==> config.mk <==
export PLATFORM = sky130hd
export DESIGN_NAME = seg_xlate_top
export DESIGN_NICKNAME = d
export VERILOG_FILES = /design/src/rtl/seg_xlate_pkg.sv /design/src/rtl/seg_cfg_regs.sv /design/src/rtl/seg_route.sv /design/src/rtl/seg_xlate_fsm.sv /design/src/rtl/seg_xlate_top.sv
export SDC_FILE = /design/constraint.sdc
export NUM_CORES = 1
export LEC_CHECK = 0
export ABC_AREA = 1
export ABC_CLOCK_PERIOD_IN_PS = 4300
export BUFFER_PORTS_ARGS = -buffer_cell sky130_fd_sc_hd__buf_2
export CAP_MARGIN = 5
export CORE_ASPECT_RATIO = 1.1
export CORE_MARGIN = 10
export CORE_UTILIZATION = 30
export DETAILED_ROUTE_END_ITERATION = 10
export PLACE_DENSITY_LB_ADDON = 0.3
export SETUP_SLACK_MARGIN = 0.05
export SYNTH_ARGS = -nofsm -noshare
export SYNTH_HDL_FRONTEND = slang
export SYNTH_HIERARCHICAL = 1
export SYNTH_SLANG_ARGS = --single-unit
==> constraint.sdc <==
create_clock -name clk -period 4.3 [get_ports clk]
set_clock_uncertainty 0.15 [all_clocks]
set_input_delay 0.43 -clock clk [delete_from_list [all_inputs] [get_ports clk]]
set_output_delay 0.43 -clock clk [all_outputs]
set_load 0.01 [all_outputs]
==> src/rtl/seg_xlate_pkg.sv <==
package seg_xlate_pkg;

    localparam int DEF_ADDR_W    = 32;
    localparam int DEF_SEG_W     = 4;
    localparam int DEF_OFF_W     = 13;
    localparam int DEF_USER_SEGS = 11;

    typedef enum logic [1:0] {
        ROUTE_PASS,
        ROUTE_DIRECT,
        ROUTE_PAGED,
        ROUTE_FAULT
    } route_e;

    typedef enum logic [1:0] {
        ST_IDLE,
        ST_LOOKUP,
        ST_WAIT_PAGE,
        ST_DONE
    } state_e;

endpackage

==> src/rtl/seg_cfg_regs.sv <==
module seg_cfg_regs #(
    parameter int SEG_W  = 4,
    parameter int DATA_W = 32,
    localparam int NSEG     = 1 << SEG_W,
    localparam int NBASE    = (NSEG * SEG_W) / DATA_W,
    localparam int CFG_AW   = $clog2(NBASE + 2)
) (
    input  logic                  clk,
    input  logic                  rst_n,
    input  logic                  cfg_we,
    input  logic [CFG_AW-1:0]     cfg_addr,
    input  logic [DATA_W-1:0]     cfg_wdata,
    output logic [NSEG-1:0]       seg_direct,
    output logic [NSEG*SEG_W-1:0] seg_bases
);

    always_ff @(posedge clk) begin
        if (!rst_n) begin
            seg_direct <= '0;
        end else if (cfg_we && cfg_addr == CFG_AW'(0)) begin
            seg_direct <= cfg_wdata[NSEG-1:0];
        end
    end

    for (genvar r = 0; r < NBASE; r++) begin : g_base
        always_ff @(posedge clk) begin
            if (!rst_n) begin
                seg_bases[r*DATA_W +: DATA_W] <= '0;
            end else if (cfg_we && cfg_addr == CFG_AW'(r + 1)) begin
                seg_bases[r*DATA_W +: DATA_W] <= cfg_wdata;
            end
        end
    end

    if (NSEG < DATA_W) begin : g_spare
        logic unused_wdata_hi;
        assign unused_wdata_hi = ^cfg_wdata[DATA_W-1:NSEG];
    end

endmodule

==> src/rtl/seg_route.sv <==
module seg_route
    import seg_xlate_pkg::*;
#(
    parameter int ADDR_W    = 32,
    parameter int SEG_W     = 4,
    parameter int USER_SEGS = 11,
    localparam int NSEG     = 1 << SEG_W,
    localparam int LOW_W    = ADDR_W - SEG_W
) (
    input  logic [ADDR_W-1:0]     vaddr,
    input  logic                  user,
    input  logic                  xlat_en,
    input  logic [NSEG-1:0]       seg_direct,
    input  logic [NSEG*SEG_W-1:0] seg_bases,
    output route_e                route,
    output logic [ADDR_W-1:0]     xlat_paddr
);

    localparam logic [SEG_W-1:0] USER_LIM = SEG_W'(USER_SEGS);

    logic [SEG_W-1:0] base_arr [NSEG];
    logic [SEG_W-1:0] seg;

    for (genvar g = 0; g < NSEG; g++) begin : g_unpack
        assign base_arr[g] = seg_bases[g*SEG_W +: SEG_W];
    end

    assign seg = vaddr[ADDR_W-1 -: SEG_W];

    always_comb begin
        if (!xlat_en) begin
            route = ROUTE_PASS;
        end else if (user && seg >= USER_LIM) begin
            route = ROUTE_FAULT;
        end else if (user) begin
            route = ROUTE_PAGED;
        end else if (seg_direct[seg]) begin
            route = ROUTE_DIRECT;
        end else begin
            route = ROUTE_PAGED;
        end
    end

    always_comb begin
        if (route == ROUTE_DIRECT) begin
            xlat_paddr = {base_arr[seg], vaddr[LOW_W-1:0]};
        end else begin
            xlat_paddr = vaddr;
        end
    end

endmodule

==> src/rtl/seg_xlate_fsm.sv <==
module seg_xlate_fsm
    import seg_xlate_pkg::*;
#(
    parameter int ADDR_W = 32,
    parameter int OFF_W  = 13,
    localparam int VPN_W = ADDR_W - OFF_W
) (
    input  logic              clk,
    input  logic              rst_n,
    input  logic              req_valid,
    output logic              req_ready,
    input  logic [ADDR_W-1:0] req_vaddr,
    input  route_e            route,
    input  logic [ADDR_W-1:0] xlat_paddr,
    output logic              lk_req_valid,
    input  logic              lk_req_ready,
    output logic [VPN_W-1:0]  lk_vpn,
    output logic [OFF_W-1:0]  lk_offset,
    input  logic              lk_rsp_valid,
    input  logic [VPN_W-1:0]  lk_rsp_ppn,
    input  logic              lk_rsp_miss,
    output logic              rsp_valid,
    input  logic              rsp_ready,
    output logic [ADDR_W-1:0] rsp_paddr,
    output logic              rsp_access_fault,
    output logic              rsp_page_fault
);

    state_e            state_q, state_d;
    logic [ADDR_W-1:0] vaddr_q;
    logic [ADDR_W-1:0] paddr_q;
    logic              af_q, pf_q;

    // state register
    always_ff @(posedge clk) begin
        if (!rst_n) state_q <= ST_IDLE;
        else        state_q <= state_d;
    end

    // transitions
    always_comb begin
        state_d = state_q;
        unique case (state_q)
            ST_IDLE:      if (req_valid) state_d = (route == ROUTE_PAGED) ? ST_LOOKUP : ST_DONE;
            ST_LOOKUP:    if (lk_req_ready) state_d = ST_WAIT_PAGE;
            ST_WAIT_PAGE: if (lk_rsp_valid) state_d = ST_DONE;
            ST_DONE:      if (rsp_ready) state_d = ST_IDLE;
            default:      state_d = ST_IDLE;
        endcase
    end

    // result datapath
    always_ff @(posedge clk) begin
        if (!rst_n) begin
            vaddr_q <= '0;
            paddr_q <= '0;
            af_q    <= 1'b0;
            pf_q    <= 1'b0;
        end else if (state_q == ST_IDLE && req_valid) begin
            vaddr_q <= req_vaddr;
            pf_q    <= 1'b0;
            af_q    <= (route == ROUTE_FAULT);
            paddr_q <= (route == ROUTE_FAULT) ? '0 : xlat_paddr;
        end else if (state_q == ST_WAIT_PAGE && lk_rsp_valid) begin
            pf_q    <= lk_rsp_miss;
            paddr_q <= lk_rsp_miss ? '0 : {lk_rsp_ppn, vaddr_q[OFF_W-1:0]};
        end
    end

    // outputs
    always_comb begin
        req_ready    = 1'b0;
        lk_req_valid = 1'b0;
        rsp_valid    = 1'b0;
        unique case (state_q)
            ST_IDLE:      req_ready    = 1'b1;
            ST_LOOKUP:    lk_req_valid = 1'b1;
            ST_WAIT_PAGE: ;
            ST_DONE:      rsp_valid    = 1'b1;
            default:      ;
        endcase
    end

    assign lk_vpn           = vaddr_q[ADDR_W-1:OFF_W];
    assign lk_offset        = vaddr_q[OFF_W-1:0];
    assign rsp_paddr        = paddr_q;
    assign rsp_access_fault = af_q;
    assign rsp_page_fault   = pf_q;

    assert_lk_hold_R6: assert property (@(posedge clk) disable iff (!rst_n)
        lk_req_valid && !lk_req_ready |=> lk_req_valid && $stable(lk_vpn) && $stable(lk_offset));

    assert_rsp_hold_R9: assert property (@(posedge clk) disable iff (!rst_n)
        rsp_valid && !rsp_ready |=> rsp_valid && !req_ready && $stable(rsp_paddr)
                                    && $stable(rsp_access_fault) && $stable(rsp_page_fault));

    assert_miss_zero_R8: assert property (@(posedge clk) disable iff (!rst_n)
        lk_rsp_valid && lk_rsp_miss && state_q == ST_WAIT_PAGE |=> rsp_valid && rsp_page_fault && rsp_paddr == '0);

    assert_fault_excl_R12: assert property (@(posedge clk) disable iff (!rst_n)
        rsp_valid |-> !(rsp_access_fault && rsp_page_fault));

endmodule

==> src/rtl/seg_xlate_top.sv <==
module seg_xlate_top
    import seg_xlate_pkg::*;
#(
    parameter int ADDR_W    = DEF_ADDR_W,
    parameter int SEG_W     = DEF_SEG_W,
    parameter int OFF_W     = DEF_OFF_W,
    parameter int USER_SEGS = DEF_USER_SEGS,
    localparam int VPN_W    = ADDR_W - OFF_W,
    localparam int NSEG     = 1 << SEG_W,
    localparam int NBASE    = (NSEG * SEG_W) / ADDR_W,
    localparam int CFG_AW   = $clog2(NBASE + 2)
) (
    input  logic              clk,
    input  logic              rst_n,
    input  logic              cfg_we,
    input  logic [CFG_AW-1:0] cfg_addr,
    input  logic [ADDR_W-1:0] cfg_wdata,
    input  logic              xlat_en,
    input  logic              req_valid,
    output logic              req_ready,
    input  logic [ADDR_W-1:0] req_vaddr,
    input  logic              req_user,
    output logic              lk_req_valid,
    input  logic              lk_req_ready,
    output logic [VPN_W-1:0]  lk_vpn,
    output logic [OFF_W-1:0]  lk_offset,
    input  logic              lk_rsp_valid,
    input  logic [VPN_W-1:0]  lk_rsp_ppn,
    input  logic              lk_rsp_miss,
    output logic              rsp_valid,
    input  logic              rsp_ready,
    output logic [ADDR_W-1:0] rsp_paddr,
    output logic              rsp_access_fault,
    output logic              rsp_page_fault
);

    logic [NSEG-1:0]       seg_direct;
    logic [NSEG*SEG_W-1:0] seg_bases;
    route_e                route;
    logic [ADDR_W-1:0]     xlat_paddr;

    seg_cfg_regs #(.SEG_W(SEG_W), .DATA_W(ADDR_W)) u_cfg (
        .clk        (clk),
        .rst_n      (rst_n),
        .cfg_we     (cfg_we),
        .cfg_addr   (cfg_addr),
        .cfg_wdata  (cfg_wdata),
        .seg_direct (seg_direct),
        .seg_bases  (seg_bases)
    );

    seg_route #(.ADDR_W(ADDR_W), .SEG_W(SEG_W), .USER_SEGS(USER_SEGS)) u_route (
        .vaddr      (req_vaddr),
        .user       (req_user),
        .xlat_en    (xlat_en),
        .seg_direct (seg_direct),
        .seg_bases  (seg_bases),
        .route      (route),
        .xlat_paddr (xlat_paddr)
    );

    seg_xlate_fsm #(.ADDR_W(ADDR_W), .OFF_W(OFF_W)) u_fsm (
        .clk              (clk),
        .rst_n            (rst_n),
        .req_valid        (req_valid),
        .req_ready        (req_ready),
        .req_vaddr        (req_vaddr),
        .route            (route),
        .xlat_paddr       (xlat_paddr),
        .lk_req_valid     (lk_req_valid),
        .lk_req_ready     (lk_req_ready),
        .lk_vpn           (lk_vpn),
        .lk_offset        (lk_offset),
        .lk_rsp_valid     (lk_rsp_valid),
        .lk_rsp_ppn       (lk_rsp_ppn),
        .lk_rsp_miss      (lk_rsp_miss),
        .rsp_valid        (rsp_valid),
        .rsp_ready        (rsp_ready),
        .rsp_paddr        (rsp_paddr),
        .rsp_access_fault (rsp_access_fault),
        .rsp_page_fault   (rsp_page_fault)
    );

    assert_pass_through_R2: assert property (@(posedge clk) disable iff (!rst_n)
        req_valid && req_ready && !xlat_en
        |=> rsp_valid && rsp_paddr == $past(req_vaddr) && !rsp_access_fault && !rsp_page_fault);

    assert_user_limit_R3: assert property (@(posedge clk) disable iff (!rst_n)
        req_valid && req_ready && xlat_en && req_user
        && req_vaddr[ADDR_W-1 -: SEG_W] >= SEG_W'(USER_SEGS)
        |=> rsp_valid && rsp_access_fault && rsp_paddr == '0);

endmodule

After elaboration in Yosys (flattened, before gate mapping):

Cells that the tools add are included.

* bits of input ports: 95
* word-level logic and storage cells: 59
* output and inout bits: 69
* flip-flop bits (word level): 148

* magnitude comparators: 3
* multiplexer cells: 23
* equal/unequal tests: 12
* bitwise gates (word level): 2
* reductions and logical operators: 11

Operators by type and width (number)
* 2-to-1 mux 32 bit: 5
* 2-to-1 mux 2 bit: 9
* binary-select mux 4 bit (select 4 bit): 1
* == test 2 bit (second input constant): 5
* 2-to-1 mux 4 bit: 2
* != test 2 bit (second input constant): 4
* one-hot mux 2 bit (4 select lines): 1
* == test 2 x 1 -> 1 bit (second input constant): 3
* logical AND 1 bit: 6
* greater-or-equal comparator 5 bit (second input constant): 1
* < comparator 4 x 5 -> 1 bit (second input constant): 1
* inverter 4 -> 5 bit: 1
* binary-select mux 1 bit (select 4 bit): 1
* greater-or-equal comparator 4 bit (second input constant): 1
* logical NOT 2 bit: 2
* 2-to-1 mux 1 bit: 4
* AND reduction 4 bit: 1
* nonzero test 2 bit: 1
* OR reduction 2 bit: 1
* inverter 1 bit: 1

Logic depth before layout (Yosys ltp):

Gate-level depths: netlist (run 1).

* depth in word-level cells: 10
* mapped depth: 18
* gate-level depth less buffers: 16

By module:

The synthesis (run 1) kept the hierarchy.

By module, submodules not included
* seg_cfg_regs: sequential area each 1601.5 sq um, cells each 513, times used 1, area an instance 3318.2 sq um
* seg_xlate_fsm: sequential area each 1361.3 sq um, cells each 442, times used 1, area an instance 3104.2 sq um
* seg_route: sequential area each 0.0 sq um, cells each 310, times used 1, area an instance 1426.4 sq um

Worst setup path before layout (run 1):

OpenSTA, ideal clock, no wires.

* path kind: input to register
* start: in req_vaddr[28]
* end: reg u_fsm.paddr_q[30] (netlist: u_fsm/rsp_paddr[30])
* setup slack: 1.898 ns
* setup time: 0.109 ns
* arrival: 2.143 ns
* cell stages on the path: 17
* buffers on the path: 3
* cells stage by stage: buf_6 > inv_4 > buf_6 > nand2_1 > nand3_1 > nand2_1 > nand2_1 > nand2_1 > inv_2 > nand2_4 > a21boi_0 > nand2_2 > buf_2 > nand3_1 > nand3_1 > nand2_1 > inv_1

* cells in the longest elaborated chain, start to end: 10

Ends and longest elaborated chain
* start, declared: line seg_xlate_top.sv:21 `input logic [ADDR_W-1:0] req_vaddr,`
* binary-select mux 1 bit (select 4 bit): line seg_route.sv:37 `end else if (seg_direct[seg]) begin`
* 2-to-1 mux 1 bit (not written as such): line seg_route.sv:37
* 2-to-1 mux 2 bit: line seg_route.sv:37
* 2-to-1 mux 2 bit: line seg_route.sv:35 `end else if (user) begin`
* 2-to-1 mux 2 bit (*): line seg_route.sv:33 `end else if (user && seg >= USER_LIM) begin`
* 2-to-1 mux 2 bit (*): line seg_route.sv:31 `if (!xlat_en) begin`
* via route[1]: line seg_xlate_top.sv:39 `route_e route;`
* == test 2 x 1 -> 1 bit: line seg_route.sv:45 `if (route == ROUTE_DIRECT) begin`
* 2-to-1 mux 32 bit: line seg_route.sv:45
* 2-to-1 mux 32 bit (*): line seg_xlate_fsm.sv:63 `paddr_q <= (route == ROUTE_FAULT) ? '0 : xlat_paddr;`
* 2-to-1 mux 32 bit (*): line seg_xlate_fsm.sv:59 `end else if (state_q == ST_IDLE && req_valid) begin`
* end signal, assigned: line seg_xlate_fsm.sv:63
* end signal, assigned: line seg_xlate_fsm.sv:66 `paddr_q <= lk_rsp_miss ? '0 : {lk_rsp_ppn, vaddr_q[OFF_W-1:0]};`
* end, declared: line seg_xlate_fsm.sv:31 `logic [ADDR_W-1:0] paddr_q;`

Mark *: on every way through the listed nets, which the timed path passes. The rest lies on a longest branch. The select of a mux whose other input is x is not followed.
A chain may end at the register's enable or synchronous reset.

Final worst setup path (run 1):

* start: in req_vaddr[29]
* end: reg u_fsm.paddr_q[23] (netlist: u_fsm/rsp_paddr[23])

* cells in the longest elaborated chain, start to end: 9

Ends and longest elaborated chain (line)
* binary-select mux 1 bit (select 4 bit): seg_route.sv:37
* 2-to-1 mux 1 bit (not written as such): seg_route.sv:37
* 2-to-1 mux 2 bit: seg_route.sv:37
* 2-to-1 mux 2 bit: seg_route.sv:35
* 2-to-1 mux 2 bit (*): seg_route.sv:33
* 2-to-1 mux 2 bit (*): seg_route.sv:31
* via route[1]: seg_xlate_top.sv:39
* == test 2 bit (*): seg_xlate_fsm.sv:63
* 2-to-1 mux 32 bit (*): seg_xlate_fsm.sv:63
* 2-to-1 mux 32 bit (*): seg_xlate_fsm.sv:59

Marked as above.

==> results.cfg, run 1 <==
[sta]
finalCritPeriodShare_pct = 67.00
tightest_slew_ns = 0.9673
slew_headroom_pct = 35.51
hold_violations = 0
whs_ns = 0.09962
period_minus_slack_ns = 2.881
drv_slew = 0
finalSetupViolCount = 0
max_freq_mhz = 347.1
fin_setup_tns_ns = 0
final.setup.worst_slack_ns = 1.419
rsz0062_at_grt = no

[logic_synthesis]
yosys.cell_count.top_type = nand2_1
yosysTopAreaCell = dfxtp_1
synth_edf_count = 0
synth_area_leaders = dfxtp_1 (38%), nand2_1 (18%), inv_1 (10%), nand3_1 (9.2%), nor2_1 (9.2%)
synth-seq-cells = 148
ys_types = 26
synth_top_area_share_pct = 37.75
synth_nets = 1365
yosys_warnings = 6
synth_area_sq_mm = 0.007849
ys.flop_type = dfxtp_1
syn_inst = 1265
syn-mean-instance-area_sq_um = 6.205
synthTopCellsByCount = nand2_1 (377), inv_1 (212), nor2_1 (193), dfxtp_1 (148), nand3_1 (145)
ys_async_sr_fraction_pct = 0
ys_seq_area_share_pct = 37.75

[clock_tree]
cts.hold.buffers_added = 0
ctsResizeCount = 0
post_cts_buffers = 0
cts.sinks = 148
ctsHtreeMaxLevel = 4
insertion_delay_ns = 0.42
path_clk_slew_ns = 0.07
root_buffer = clkbuf_16
cts_tree = yes
numCtsBuffers = 17
clockBufferDepth = 2

[setup_path]
rr_worst_depth = 14
endpoint = u_fsm/rsp_paddr[23]
r2r_start = u_cfg/seg_direct[15]
cp.required_ns = 4.46
cp-startpoint = req_vaddr[29]
worstSetupPathType = primary input to register
r2r_slack_ns = 1.82
cp_max_fo = 24
cp.arrival_ns = 3.04
end_kind = register
startpoint_type = primary input
r2r-end = u_fsm/rsp_paddr[23]

[place]
io_buffer_count = 163
gp_congestion = 0.8217
placed_area_sq_mm = 0.008532
pre_cts_ws_ns = 0.9958
dp_hpwl_um = 16010

[power]
p_clk_share_pct = 32.6
peakVddDrop_v = 0.0002044
power.density_mw_per_mm2 = 476.6
p_int_mw = 2.750
p_leak_nw = 5.018
sw_frac_of_total_pct = 36.49
p_sw_mw = 1.580
pwr-share-comb_pct = 28.8
power_frac_seq_pct = 38.6

[global_routing]
grt_overflow = 0
grt_max_degree = 88
grt_pass1_wl_um = 37290
track_usage_pct = 13.68
antenna_found_initial = 2
grt_pass1_vias = 7000

[floorplan]
core_area_sq_mm = 0.02599
pin_count = 164
dieWidth_um = 174.2
floorplan.initialDensity_pct = 30.20
fp.dieArea_sq_mm = 0.03304
dieHeight_um = 189.6
rows = 62

[detailed_routing]
drc = 0
dr.pass1.iters = 5
wl_um = 23080
avgRoutedWirePerCell_um = 13.40
vias_per_cell = 4.345
vias = 7482
drt_iter0_markers = 491
antenna_left = 0

[run_status]
status = complete, no violations

[hold_path]
hp-class = primary input to register

[finish]
fillers = 2890
area_growth_pct = 15.73
drive_gt1_share_pct = 15.78
fin_nets = 1456
seq_area_sq_mm = 0.002963
finish.utilization_pct = 34.95
stdcell_area_sq_mm = 0.009084
multi_input_area_sq_mm = 0.003453

[run]
max_cap_violations = 0
-- cell type report --
| cell class | count | area share (%) |
|---|---|---|
| diodes | 1 | 0.02755 |
| clock buffers | 19 | 4.766 |
| clock inverters | 13 | 1.281 |
| inverters | 217 | 9.022 |
| multi-input cells | 804 | 38.02 |
| flip-flops and latches | 148 | 32.62 |
| well taps | 352 | 4.848 |
| repair buffers | 168 | 9.421 |
-- state kept, by name (all words and copies together), names as in the netlist --
signal and flops:
u_cfg/seg_bases 64, u_fsm/rsp_paddr 32, u_fsm/vaddr_q 32, u_cfg/seg_direct 16
u_fsm/state_q 2, u_fsm/rsp_access_fault 1, u_fsm/rsp_page_fault 1
-- critical path: stages --
cell	delay (ns)
buf_2	0.42
inv_2	0.31
nand3_1	0.16
nand2_1	0.06
nand2_1	0.05
nand2_1	0.06
inv_2	0.06
nand2_4	0.06
a21boi_0	0.56
nand2_2	0.44
nand3_1	0.20
nand3_1	0.10
nand2_1	0.06
inv_1	0.04
-- worst min-delay path by stage --
stage                    startpoint  cells after the start              endpoint  slack (ns)
2_1_floorplan  u_cfg/seg_direct[10]                      2  u_cfg/seg_direct[10]        0.30
3_3_place_gp      u_fsm/vaddr_q[21]                      2     u_fsm/vaddr_q[21]        0.31
3_5_place_dp      u_fsm/vaddr_q[14]                      2     u_fsm/vaddr_q[14]        0.32
4_1_cts               cfg_wdata[27]                      3   u_cfg/seg_bases[27]        0.08
5_1_grt               cfg_wdata[30]                      3   u_cfg/seg_bases[30]        0.08
6_report              cfg_wdata[31]                      3   u_cfg/seg_bases[63]         0.1
-- stage by stage --
step	power [mW]	std cells
2_1_floorplan	2.594	1265
3_3_place_gp	2.951	1689
3_5_place_dp	2.962	1689
4_1_cts	4.396	1721
5_1_grt	4.644	1722
6_report	4.329	1722
-- metal layers --
metal	routed length, um	GRT usage [%]	vias up
met5	0	0	-
met4	435	4.574	0
met3	1291	3.569	23
met2	10350	21.40	198
met1	11000	17.94	3334
li1	-	-	3927
-- power by group through the flow --
| stage | clock network (mW) | registers, mW | logic, mW |
|---|---|---|---|
| after global placement | 0 | 1.70 | 1.25 |
| after global routing | 1.53 | 1.70 | 1.42 |
| after detailed placement | 0 | 1.70 | 1.26 |
| after floorplan | 0 | 1.76 | 0.835 |
| after CTS | 1.46 | 1.67 | 1.26 |
| final | 1.41 | 1.67 | 1.25 |
-- cell usage in the layout, fill, tap and decap left out, drive strengths merged, types with 2 or more instances in the layout --
cell type  count
clkbuf        19
nor2         194
nand4          5
inv          224
buf          168
nand2        382
ha             5
dfxtp        148
a21oi         32
o21ai         34
clkinvlp       2
nand3        150
clkinv         4
-- cell families (layout without fill, tap and decap cells) --
family / after synthesis / in the layout / share of synthesized area [%]
simple gates: 732 / 732 / 38.72
buf+inv: 313 / 417 / 18.28
flops: 148 / 148 / 37.75
compound gates: 67 / 67 / 4.448
fa+ha+maj: 5 / 5 / 0.7971
other cells: 0 / 1 / 0
No activity file was read; power rests on OpenSTA's default activity.
==> run 2: changes to the inputs <==
Settings changed: ABC_CLOCK_PERIOD_IN_PS 4300 to 2700.
Clock period 4.3 ns to 2.7 ns, I/O delays scaled along.
==> results.cfg, run 2 (same netlist as run 1, synthesis figures left out) <==
[power]
pwr-share-comb_pct = 28.9
p_leak_nw = 5.376
sw_frac_of_total_pct = 35.38
power_frac_seq_pct = 36.9
power.density_mw_per_mm2 = 730.9
p_int_mw = 4.670
p_sw_mw = 2.557
p_clk_share_pct = 34.2
peakVddDrop_v = 0.0003732
totalPowerFinal_mw = 7.227

[clock_tree]
path_clk_slew_ns = 0.07
cts_tree = yes
cts.sinks = 148
post_cts_buffers = 0
ctsHtreeMaxLevel = 4
root_buffer = clkbuf_16
ctsResizeCount = 0
clockBufferDepth = 2
cts.hold.buffers_added = 63
insertion_delay_ns = 0.42
numCtsBuffers = 17

[finish]
regMostFlops = u_cfg/seg_bases
area_growth_pct = 25.98
seq_area_sq_mm = 0.002963
fin_nets = 1530
largest_register_ffs = 64
mostFrequentLayoutCells = nand2_1 (377), inv_1 (212), nor2_1 (192)
drive_gt1_share_pct = 15.87
final_common_cell = nand2_1
multi_input_area_sq_mm = 0.003453
fillers = 2795

[run]
max_cap_violations = 0

[global_routing]
antenna_found_initial = 3
grt_overflow = 0
grt_pass1_wl_um = 39250
grt_util_met1_pct = 18.38
grt_pass1_vias = 7502
top_usage_layer = met2
track_usage_pct = 14.38
grtUsageMet2_pct = 23.13
grt_max_degree = 65
use_met3_pct = 3.609

[sta]
finalSetupViolCount = 0
fin_setup_tns_ns = 0
rsz0062_at_grt = no
drv_slew = 0
whs_ns = 0.02326
hold_violations = 0
finalCritPeriodShare_pct = 81.42
period_minus_slack_ns = 2.198
max_freq_mhz = 454.9
tightest_slew_ns = 0.9747
slew_headroom_pct = 34.92

[place]
dp_hpwl_um = 16940
io_buffer_count = 163
gp_congestion = 0.8305

[setup_path]
cp-startpoint = u_cfg/seg_direct[5]
startpoint_type = register
worstSetupPathType = register to register
cp.required_ns = 2.87
end_kind = register
r2r_start = u_cfg/seg_direct[5]
cp_max_fo = 19
cp.arrival_ns = 2.37
rr_worst_depth = 13

[detailed_routing]
antenna_left = 0
vias = 7802
avgRoutedWirePerCell_um = 13.45
dr.pass1.iters = 5
wl_um = 24160
drt_iter0_markers = 608
vias_per_cell = 4.344
drc = 0

[floorplan]
dieHeight_um = 189.6
core_area_sq_mm = 0.02599
pin_count = 164
fp.dieArea_sq_mm = 0.03304
floorplan.initialDensity_pct = 30.20
rows = 62
dieWidth_um = 174.2

[hold_path]
hp-class = primary input to register
min_from = cfg_wdata[14]
hold_depth = 3

[run_status]
status = complete, no violations
==> run 2: path summary, 6_finish.rpt <==
check                        endpoint  slack, ns
hold reg to reg     u_fsm/vaddr_q[15]       0.33
setup reg to reg  u_fsm/rsp_paddr[29]       0.50
setup / recovery  u_fsm/rsp_paddr[29]       0.50
hold / removal    u_cfg/seg_bases[14]       0.02
==> run 2: critical path: stages, from the launching register on <==
cell	delay (ns)
dfxtp_1	0.33
inv_1	0.05
nand2_1	0.08
nand3_1	0.08
nand3_1	0.10
nand3_2	0.10
nand2_4	0.10
nand3_2	0.10
o21ai_1	0.24
nand2_2	0.35
nand3_1	0.21
nand3_1	0.09
nand2_1	0.06
inv_1	0.04
==> run 2: per-stage QoR <==
stage          worst slack (ns)  util, %  instances  instance area [sq um]
3_5_place_dp             0.1767    33.29       1700                   8652
2_1_floorplan            0.4581        -       1265                   7849
3_3_place_gp             0.2176    33.29       1700                   8652
5_1_grt                  0.2607    38.05       1796                   9888
6_report                 0.5017    38.05       1796                   9888
4_1_cts                  0.4945    38.04       1795                   9886
==> run 2: layer usage <==
layer	up-vias	wire (um)
met5	-	13
met4	2	498
met3	31	1432
met2	224	10810
met1	3466	11410
li1	4079	-
==> run 2: cell type report <==
class	count	share of cell area, %
multi-input cells	804	34.92
flip-flops and latches	148	29.96
repair buffers	242	16.25
inverters	217	8.288
well taps	352	4.454
clock buffers	18	4.441
clock inverters	14	1.658
diodes	1	0.02531
==> run 2: power groups by stage <==
| stage | logic, mW | registers, mW | clock network [mW] |
|---|---|---|---|
| 2_1_floorplan | 1.33 | 2.80 | 0 |
| 3_3_place_gp | 2.01 | 2.72 | 0 |
| 3_5_place_dp | 2.03 | 2.72 | 0 |
| 4_1_cts | 2.10 | 2.67 | 2.55 |
| 5_1_grt | 2.37 | 2.71 | 2.63 |
| 6_report | 2.09 | 2.67 | 2.47 |
